## config.mk

```make
export PLATFORM = sky130hd
export DESIGN_NAME = iack_seq
export DESIGN_NICKNAME = d
export VERILOG_FILES = /design/src/rtl/iack_pkg.sv /design/src/rtl/iack_ctrl.sv /design/src/rtl/iack_dp.sv /design/src/rtl/iack_seq.sv
export SDC_FILE = /design/constraint.sdc
export NUM_CORES = 1
export LEC_CHECK = 0
export ABC_AREA = 1
export ABC_CLOCK_PERIOD_IN_PS = 1200
export BUFFER_PORTS_ARGS = -buffer_cell sky130_fd_sc_hd__buf_2
export CAP_MARGIN = 30
export CORE_MARGIN = 1
export CORE_UTILIZATION = 35
export DETAILED_ROUTE_END_ITERATION = 6
export GPL_TIMING_DRIVEN = 0
export PLACE_DENSITY = 0.69
export SLEW_MARGIN = 30
export SYNTH_ARGS = -nofsm -noshare
export SYNTH_HDL_FRONTEND = slang
export SYNTH_SLANG_ARGS = --single-unit
```

## constraint.sdc

```tcl
create_clock -name clk -period 1.2 [get_ports clk]
set_input_delay 0.06 -clock clk [delete_from_list [all_inputs] [get_ports clk]]
set_output_delay 0.06 -clock clk [all_outputs]
set_load 0.01 [all_outputs]
```

## src/rtl/iack_pkg.sv

```systemverilog
package iack_pkg;

  typedef enum logic [2:0] {
    PH_IDLE, PH_T1, PH_T2, PH_T3, PH_TW, PH_T4, PH_GAP, PH_DONE
  } busPhase_t;

  typedef struct packed {
    logic captureType;
    logic ackOn;
    logic secondCyc;
  } dpCtl_t;

endpackage

```

## src/rtl/iack_ctrl.sv

```systemverilog
module iack_ctrl
  import iack_pkg::*;
#(
  parameter int GAP_LEN = 1
) (
  input  logic   clk,
  input  logic   rstN,
  input  logic   irqReq,
  input  logic   ready,
  output dpCtl_t ctl,
  output logic   addrFloat,
  output logic   vecValid
);
  localparam int GAP_W = (GAP_LEN < 2) ? 1 : $clog2(GAP_LEN + 1);

  busPhase_t phase, phaseNext;
  logic secondCyc, secondNext;
  logic [GAP_W-1:0] gapCnt, gapNext;

  always_comb begin
    phaseNext  = phase;
    secondNext = secondCyc;
    gapNext    = gapCnt;
    unique case (phase)
      PH_IDLE: if (irqReq) begin
        phaseNext  = PH_T1;
        secondNext = 1'b0;
      end
      PH_T1:   phaseNext = PH_T2;
      PH_T2:   phaseNext = PH_T3;
      PH_T3,
      PH_TW:   phaseNext = ready ? PH_T4 : PH_TW;
      PH_T4: begin
        if (secondCyc) phaseNext = PH_DONE;
        else begin
          phaseNext = PH_GAP;
          gapNext   = GAP_W'(GAP_LEN - 1);
        end
      end
      PH_GAP: begin
        if (gapCnt == '0) begin
          phaseNext  = PH_T1;
          secondNext = 1'b1;
        end else begin
          gapNext = gapCnt - 1'b1;
        end
      end
      PH_DONE: phaseNext = PH_IDLE;
      default: phaseNext = PH_IDLE;
    endcase
  end

  always_ff @(posedge clk or negedge rstN) begin
    if (!rstN) begin
      phase     <= PH_IDLE;
      secondCyc <= 1'b0;
      gapCnt    <= '0;
    end else begin
      phase     <= phaseNext;
      secondCyc <= secondNext;
      gapCnt    <= gapNext;
    end
  end

  always_comb begin
    ctl.ackOn       = (phase == PH_T2) || (phase == PH_T3) || (phase == PH_TW);
    ctl.secondCyc   = secondCyc;
    ctl.captureType = secondCyc && ready && ((phase == PH_T3) || (phase == PH_TW));
    addrFloat       = (phase != PH_IDLE) && (phase != PH_DONE);
    vecValid        = (phase == PH_DONE);
  end

endmodule

```

## src/rtl/iack_dp.sv

```systemverilog
module iack_dp
  import iack_pkg::*;
#(
  parameter int DATA_W   = 8,
  parameter int SCALE_SH = 2
) (
  input  logic                   clk,
  input  logic                   rstN,
  input  dpCtl_t                 ctl,
  input  logic                   ctrlLocal,
  input  logic [DATA_W-1:0]      dataIn,
  output logic [DATA_W+SCALE_SH-1:0] vecAddr,
  output logic                   xcvrDisable
);
  logic [DATA_W-1:0] typeReg;

  always_ff @(posedge clk or negedge rstN) begin
    if (!rstN)                typeReg <= '0;
    else if (ctl.captureType) typeReg <= dataIn;
  end

  assign vecAddr     = {typeReg, {SCALE_SH{1'b0}}};
  assign xcvrDisable = ctl.ackOn && ctl.secondCyc && ctrlLocal;

endmodule

```

## src/rtl/iack_seq.sv

```systemverilog
module iack_seq
  import iack_pkg::*;
#(
  parameter int DATA_W   = 8,
  parameter int SCALE_SH = 2,
  parameter int GAP_LEN  = 1,
  localparam int ADDR_W  = DATA_W + SCALE_SH
) (
  input  logic              clk,
  input  logic              rstN,
  input  logic              irqReq,
  input  logic              ready,
  input  logic              ctrlLocal,
  input  logic [DATA_W-1:0] dataIn,
  output logic              ackStrobe,
  output logic              readStrobe,
  output logic              addrOe,
  output logic              xcvrDisable,
  output logic [ADDR_W-1:0] vecAddr,
  output logic              vecValid
);
  dpCtl_t ctl;
  logic   addrFloat;

  iack_ctrl #(.GAP_LEN(GAP_LEN)) ctrl_i (
    .clk(clk), .rstN(rstN), .irqReq(irqReq), .ready(ready),
    .ctl(ctl), .addrFloat(addrFloat), .vecValid(vecValid)
  );

  iack_dp #(.DATA_W(DATA_W), .SCALE_SH(SCALE_SH)) dp_i (
    .clk(clk), .rstN(rstN), .ctl(ctl), .ctrlLocal(ctrlLocal),
    .dataIn(dataIn), .vecAddr(vecAddr), .xcvrDisable(xcvrDisable)
  );

  assign ackStrobe  = ctl.ackOn;
  assign readStrobe = 1'b0;
  assign addrOe     = !addrFloat;

endmodule

```

# After elaboration in Yosys (flattened, before gate mapping)
# Index checks and enable logic that the tools add are counted.
[classes] n_reduce_logical=17 n_eq_ne=11 muxes=11 addsub=1
[ops] op="case mux 3 bit (7 select lines)" n=1
[ops] op="equality test 3 bit, second input constant" n=4
[ops] op="equality test 3 x 2 -> 1 bit, second input constant" n=2
[ops] op="2-to-1 mux 1 bit" n=6
[ops] op="2-to-1 mux 3 bit" n=2
[ops] op="!= test 2 bit, second input constant" n=3
[ops] op="logical AND 1 bit" n=5
[ops] op="case mux 1 bit (2 select lines)" n=2
[ops] op="AND reduction 2 bit" n=2
[ops] op="nonzero test 2 bit" n=2
[ops] op="equality test 3 x 1 -> 1 bit, second input constant" n=1
[ops] op="zero test 3 bit" n=1
[ops] op="logical OR 1 bit" n=3
[ops] op="!= test 3 bit, second input constant" n=1
[ops] op="AND reduction 3 bit" n=1
[ops] op="nonzero test 3 bit" n=1
[ops] op="OR reduction 2 bit" n=1
[ops] op="zero test 1 bit" n=1
[ops] op="subtractor 1 bit, second input constant" n=1
[word_totals] wordCells=44 out_inout_bits=15 in_bits=13 ff_bits=13

# Depth between registers and ports, before layout
# Gate-level depths: netlist of run 1.
[depth] word_depth=5 depth_mapped=7

# Cells and area by module
# A second synthesis of run 1 with hierarchy kept.
[unflattened] hier_cells=75 area_unflattened_um2=585.6
[modules_own_cells] module="iack_dp" instances=1 cells_per_inst=40 area_each_um2=335.3
[modules_own_cells] module="iack_ctrl" instances=1 cells_per_inst=32 area_each_um2=235.2
[modules_own_cells] module="iack_seq" instances=1 cells_per_inst=3 area_each_um2=15.0

# Least setup slack after synthesis of run 1
# No wires, ideal clock.
[synth_timing] path_type="flip-flop to flip-flop" start="reg ctrl_i.phase[0]" end="reg dp_i.typeReg[5]" path_stages_with_launch=7 arrival_ns=1.055 path_slack_ns=0.029 synth_period_minus_slack_ns=1.171 t_required_ns=1.083 cell_sequence="dfrtp_1 buf_4 o21ai_2 nand4_4 buf_6 nand2_2 o21ai_2"
[synth_via] elab_chain_cells=3
[synth_lines] element="start, declared" line="iack_ctrl.sv:16" rtl="busPhase_t phase, phaseNext;"
[synth_lines] element="start signal, assigned" line="iack_ctrl.sv:59" rtl="phase <= phaseNext;"
[synth_lines] element="equality test 3 x 2 -> 1 bit / equality test 3 bit (equally long branches)" line="iack_ctrl.sv:68" rtl="ctl.captureType = secondCyc && ready && ((phase == PH_T3) || (phase == PH_TW));"
[synth_lines] element="logical OR 1 bit *" line="iack_ctrl.sv:68"
[synth_lines] element="logical AND 1 bit *" line="iack_ctrl.sv:68"
[synth_lines] element="end signal, assigned" line="iack_dp.sv:19" rtl="else if (ctl.captureType) typeReg <= dataIn;"
[synth_lines] element="end, declared" line="iack_dp.sv:15" rtl="logic [DATA_W-1:0] typeReg;"
# Mark *: on every way between the ends. The rest lies on a longest branch, timed or not.
# A chain may end at the register's enable or synchronous reset.

# Worst setup path after layout of run 1
[layout_timing] start="reg ctrl_i.phase[1]" end="out xcvrDisable"
[layout_via] elab_chain_cells=5
[layout_lines] element="equality test 3 x 2 -> 1 bit" line="iack_ctrl.sv:66" rtl="ctl.ackOn = (phase == PH_T2) || (phase == PH_T3) || (phase == PH_TW);"
[layout_lines] element="logical OR 1 bit" line="iack_ctrl.sv:66"
[layout_lines] element="logical OR 1 bit *" line="iack_ctrl.sv:66"
[layout_lines] element="logical AND 1 bit * (2 in series)" line="iack_dp.sv:23" rtl="assign xcvrDisable = ctl.ackOn && ctl.secondCyc && ctrlLocal;"
[layout_lines] element="end, declared" line="iack_seq.sv:18" rtl="output logic xcvrDisable,"
# Marks and branches as above.

==> flow_summary.toml, run 1 <==
[die]
ios = 28
coreArea_um2 = 1750
die_h_um = 45.5
start_util = 0.379
die_x_um = 45.5
rows = 15
die_area_um2 = 2070

[clocking]
clk_path_buf_depth = 2
worstSkewPairLatency_ns = 0.27
cts.sinks = 12
root_buffer = "clkbuf_4"
cts_tree = "yes"
path_clk_slew_ns = 0.08
htreeDepth = 1
numCtsBuffers = 3

[grt]
grt_pass1_vias = 508
grt_max_degree = 13
grt_pass1_wl_um = 2120
grt_usage = 0.145
antenna_found_initial = 0
grt-ovfl-total = 0

[status]
violations = "negative setup slack"
status = "finished, violations left"

[synth]
syn_area_per_cell_um2 = 8.60
synth.top_cells.by_area = "dfrtp_1 (45%), o21ai_2 (12%), inv_1 (7.9%)"
postSynthCellCount = 77
yosys.area.top_type = "dfrtp_1"
yosys_register_bits = 12
synth-warning-count = 0
ys_types = 15
syn_area_um2 = 662
synth_top_area_share = 0.454
ys_seq_area_frac = 0.454

[worst_setup_path]
max_stage_delay_ns = 0.46
critical_path_required_ns = 1.14
arrival_ns = 1.28
worst_path_max_delay_cell = "dfrtp_2"
path_cells = "nor2_4 -> nand2_1 -> o21ai_0 -> nor2_1 -> nor2_1 -> buf_2"
critPathKind = "flop to output port"
crit_path_frequent_cell = "nor2_1"
cp-end-kind = "output port"
startpoint_type = "flop"
crit_fanout = 5

[detailed_routing]
drt-initial-drc-count = 3
drt-total-wl_um = 1380
vias = 598
drc = 0
avgViaCountPerCell = 4.27
dr.pass1.iters = 4
ant_nets = 0
avgRoutedWirePerCell_um = 9.82

[placement]
post-dp-hpwl_um = 918
place.gp.congestion = 0.885
port_buffers = 24
dpl_worst_slack_ns = -0.0730

[power_and_ir_drop]
total_leakage_power_nw = 0.528
ir_worst_vdd_mv = 1.28
p_per_area_nw_per_um2 = 2700
power_mw = 2.55

[flow_run]
maxCapViolCount = 0

[timing]
rsz0062_at_grt = "yes"
fin_skew_ns = 0.00478
clock.fmax_mhz = 747
slew_viol_final = 0
finalCritPeriodShare = 1.12
setup_viol = 9
hold_violations = 0
fin_ws_ns = -0.139
fin_tns_setup_ns = -0.493
min_period_ns = 1.34

[final_layout]
syn_to_final_growth_pct = 42.7
final_net_count = 129
drive_above_1_share = 0.530
antenna_cells = 0

[worst_hold_path]
hp-class = "input pin to flop"
==> flip-flops by register name, summed over array words and instances, names as in the netlist <==
signal,flops
ctrl_i.secondCyc,1
ctrl_i.phase,3
dp_i.typeReg,8
==> worst paths after layout <==
kind,slack (ns),to,depth (start not counted),from
min,0.02,dp_i.typeReg[2],3,dataIn[2]
min in group asynchronous,0.18,dp_i.typeReg[0],2,rstN
min reg2reg,0.49,dp_i.typeReg[7],2,dp_i.typeReg[7]
max reg2reg,-0.04,dp_i.typeReg[6],5,ctrl_i.phase[1]
max,-0.14,xcvrDisable,6,ctrl_i.phase[1]
max in group asynchronous,0.79,ctrl_i.phase[2],2,rstN
==> stage by stage <==
step | cells | instance area [um^2] | utilization | hold WS, ns
after floorplan | 79 | 669 | - | -0.236
after detailed placement | 128 | 821 | 0.470 | -0.0478
after global routing | 140 | 945 | 0.541 | 0.0214
final | 140 | 945 | 0.541 | 0.0211
after global placement | 128 | 821 | 0.470 | -0.0513
after CTS | 140 | 942 | 0.540 | 0.0149
==> synth_stat cells <==
master,number
buf_4,4
buf_6,1
conb_1,1
dfrtp_1,12
inv_1,14
inv_4,1
nand2_1,13
nand2_2,3
nand2_4,1
nand3_1,4
nand4_4,1
nor2_1,7
o21ai_0,5
o21ai_2,9
o31ai_1,1
==> worst max-delay path, delay by kind of cell, from the launching register on <==
family | cells | cell delay, ns
simple gates | 4 | 0.34
flops | 1 | 0.46
buf+inv | 1 | 0.13
compound gates | 1 | 0.07
==> report_power, final <==
part / internal, mW / total, mW / switching [mW]
Sequential: 0.613 / 0.784 / 0.172
Combinational: 0.661 / 1.45 / 0.787
Clock: 0.184 / 0.321 / 0.136
Total: 1.46 / 2.55 / 1.09
==> what timing repair did <==
| item | CTS | global route |
|---|---|---|
| gates resized for setup | 9 | 1 |
| setup buffers | 7 | 0 |
| hold buffers | 1 | 0 |
| endpoints found under the setup margin | 11 | 13 |
| hold endpoints to repair | 12 | 0 |
| pin swaps | 3 | 1 |
==> cell families (layout without fill, tap and decap cells) <==
group | count (synthesis) | after routing | synth area share
and+or+nand+nor | 29 | 29 | 0.221
buffers and inverters | 20 | 56 | 0.151
AOI/OAI and AO/OA | 15 | 15 | 0.168
DFF | 12 | 12 | 0.454
other | 1 | 3 | 0.00567
==> routing by layer <==
layer | wire (um) | global-route usage | vias to the layer above | part of all wire
met3 | 83 | 0.0238 | 0 | 0.060
li1 | - | - | 308 | -
met5 | 0 | 0 | - | 0
met4 | 0 | 0.0667 | 0 | 0
met2 | 723 | 0.246 | 30 | 0.53
met1 | 568 | 0.178 | 260 | 0.41
==> area by class of cell <==
| cell class | instances | area [um^2] |
|---|---|---|
| flip-flops and latches | 12 | 303 |
| inverters | 15 | 58.8 |
| repair buffers | 32 | 186 |
| fillers | 182 | 801 |
| multi-input cells | 47 | 284 |
| plain buffers | 5 | 45.0 |
| clock buffers | 4 | 36.3 |
| well taps | 25 | 31.3 |
==> layout by cell type (no fill, tap or decap) <==
| cell type | instances |
|---|---|
| buf_2 | 24 |
| inv_1 | 14 |
| nand2_1 | 11 |
| dfrtp_1 | 10 |
| o21ai_2 | 9 |
| buf_4 | 9 |
| nand2_2 | 5 |
| nor2_1 | 5 |
| o21ai_0 | 4 |
| nand3_1 | 4 |
| buf_6 | 3 |
| conb_1 | 3 |
| clkbuf_4 | 3 |
| dfrtp_2 | 2 |
| inv_4 | 1 |
| nor2_2 | 1 |
| nor2_4 | 1 |
| o21ai_1 | 1 |
| nand2_4 | 1 |
| nand4_4 | 1 |
| o31ai_1 | 1 |
| clkbuf_8 | 1 |
| dlygate4sd3_1 | 1 |
Note: power is estimated with default switching activity, not from simulation.
==> run 2, diff against run 1 <==
- ABC_AREA: 1 -> 0
- CORE_UTILIZATION: 35 -> 44
- PLACE_DENSITY: 0.69 -> 0.79
==> flow_summary.toml, run 2 <==
[synth]
ys_types = 27
synthSimpleGateAreaFrac = 0.198
synth_edf_count = 0
postSynthCellCount = 80
yosys.area.top_type = "dfrtp_1"
synth_top_area_share = 0.346
yosysMostFrequentCell = "dfrtp_1"
muxShareOfSynthArea = 0.0231
synth-warning-count = 0
synth-xor-area-share = 0
ys.flop_type = "dfrtp_1"
synth_top_family_by_area = "compound AO/OA/AOI/OAI gates"
syn_area_um2 = 867
ys_top_cells_by_count = "dfrtp_1 (12), inv_1 (9), a221oi_2 (8), nor3_2 (8), o32ai_1 (8)"
synth.top_cells.by_area = "dfrtp_1 (35%), a221oi_2 (14%), nor3_2 (9.2%)"
yosys_register_bits = 12
synth_compound_area_frac = 0.280
syn_area_per_cell_um2 = 10.8
ys_seq_area_frac = 0.346
synth_async_sr_flop_share = 1.00
synthAdderAreaFrac = 0

[grt]
grt_use_met3 = 0.0588
grt_max_degree = 13
grt_pass1_vias = 723
top_usage_layer = "met2"
grtUsageMet2 = 0.358
antenna_found_initial = 0
grt-ovfl-total = 0
grt_usage = 0.236
grt_util_met1 = 0.327
grt_pass1_wl_um = 3490

[die]
ios = 28
rows = 15
die_x_um = 46.4
start_util = 0.486
coreArea_um2 = 1780
die_h_um = 46.4
die_area_um2 = 2150

[power_and_ir_drop]
seqPwrFrac = 0.233
p_per_area_nw_per_um2 = 2570
internal-power_mw = 1.84
ir_worst_vdd_mv = 1.33
swShare = 0.437
pwr-share-clk = 0.075
power_frac_comb = 0.692
power_mw = 3.27
power.switching_mw = 1.43
total_leakage_power_nw = 0.581

[placement]
place.gp.congestion = 0.773
post-dp-hpwl_um = 1280
port_buffers = 24

[final_layout]
antenna_cells = 0
final_net_count = 133
largestRegisters = "dp_i.typeReg (8), ctrl_i.phase (3), ctrl_i.secondCyc (1)"
syn_to_final_growth_pct = 46.9
final_common_cell = "buf_2"
final_cell_mix = "buf_2 (22), dfrtp_1 (11), buf_6 (9), inv_1 (9)"
largest_register_ffs = 8
drive_above_1_share = 0.619
regMostFlops = "dp_i.typeReg"

[clocking]
cts_tree = "yes"
numCtsBuffers = 3
path_clk_slew_ns = 0.07
worstSkewPairLatency_ns = 0.27
root_buffer = "clkbuf_4"
htreeDepth = 1
clk_path_buf_depth = 2
cts.sinks = 12

[timing]
slew_viol_final = 0
fin_ws_ns = -0.401
finalCritPeriodShare = 1.33
hold-worst-slack_ns = 0.0702
rsz0062_at_grt = "yes"
setup_viol = 16
min_period_ns = 1.60
clock.fmax_mhz = 624
fin_skew_ns = 0.00454
hold_violations = 0

[detailed_routing]
vias = 812
avgRoutedWirePerCell_um = 16.1
drt-initial-drc-count = 31
dr.pass1.iters = 4
avgViaCountPerCell = 5.68
drc = 0
ant_nets = 0
drt-total-wl_um = 2300

[worst_setup_path]
cp-end-kind = "output port"
crit_fanout = 2
critPathKind = "flop to output port"
critical_path_required_ns = 1.14
startpoint_type = "flop"
arrival_ns = 1.54

[worst_hold_path]
hp-class = "input pin to flop"

[flow_run]
maxCapViolCount = 0

[status]
status = "finished, violations left"
violations = "negative setup slack"
## run 2: cell types whose count changed after synthesis, sizes merged, moves of 5 or more
| cell | change |
|---|---|
| o32ai | +8 |
| a221oi | +8 |
| nor3 | +9 |
| nand2 | -15 |
| buf | +5 |
| nor2 | -5 |
| o21ai | -12 |
| inv | -5 |
## run 2: area by class of cell
| cell class | count | area, um^2 |
|---|---|---|
| Sequential cell | 12 | 302 |
| Timing Repair Buffer | 34 | 259 |
| Inverter | 10 | 37.5 |
| Buffer | 9 | 90.1 |
| Multi-Input combinational cell | 50 | 532 |
| Tap cell | 25 | 31.3 |
| Clock buffer | 3 | 22.5 |
| Fill cell | 127 | 509 |
## run 2: worst paths after layout
check	start	endpoint	slack (ns)	cells after the start
max in group asynchronous	rstN	ctrl_i.phase[0]	0.77	2
setup reg to reg	ctrl_i.phase[1]	dp_i.typeReg[0]	-0.39	5
min in group asynchronous	rstN	dp_i.typeReg[2]	0.19	2
setup / recovery	ctrl_i.phase[1]	xcvrDisable	-0.40	5
hold / removal	irqReq	ctrl_i.phase[0]	0.07	3
hold reg to reg	dp_i.typeReg[6]	dp_i.typeReg[6]	0.55	2
## run 2: per-layer routing
layer / share of wire / vias to the layer above
met4: 0.0087 / 0
li1: - / 376
met5: 0 / -
met1: 0.39 / 410
met2: 0.55 / 24
met3: 0.043 / 2
## run 2: logic make-up (layout without fill, tap and decap cells)
kind of cell           Yosys count  after routing
multiplexers                     2              2
flip-flops                      12             12
buffers and inverters           20             56
AND/OR/NAND/NOR                 22             22
other                            1              3
AO/OA/AOI/OAI                   23             23
## run 2: through the flow
step / std cells / utilization / setup WS, ns / TNS [ns] / area [um^2]
final: 143 / 0.714 / -0.401 / -4.77 / 1270
after global routing: 143 / 0.714 / -0.444 / -5.43 / 1270
after CTS: 140 / 0.668 / -0.470 / -4.63 / 1190
after detailed placement: 131 / 0.583 / -0.268 / -2.20 / 1040
after global placement: 131 / 0.583 / -0.250 / -1.96 / 1040
after floorplan: 82 / - / -0.168 / -1.33 / 888
## run 2: power by group through the flow
| stage | registers, mW | logic, mW | clock network, mW |
|---|---|---|---|
| after floorplan | 0.822 | 1.19 | 0 |
| after global placement | 0.768 | 1.61 | 0 |
| after detailed placement | 0.777 | 1.64 | 0 |
| after CTS | 0.742 | 1.92 | 0.262 |
| after global routing | 0.789 | 2.42 | 0.269 |
| final | 0.762 | 2.26 | 0.246 |
## run 2: timing repair
item / 4_1_cts / 5_1_grt
hold buffers: 1 / 0
gates resized for setup: 16 / 16
setup endpoints to repair: 13 / 14
hold endpoints to repair: 12 / 0
buffers inserted: 5 / 5
pin swaps: 5 / 3
cloned: 0 / 1
## run 2: worst max-delay path, cell delays in order (launching register included)
cell and delay [ns]:
dfrtp_1 0.40, buf_6 0.12, or3b_4 0.39, nand2_4 0.08, and3_4 0.18, buf_6 0.09
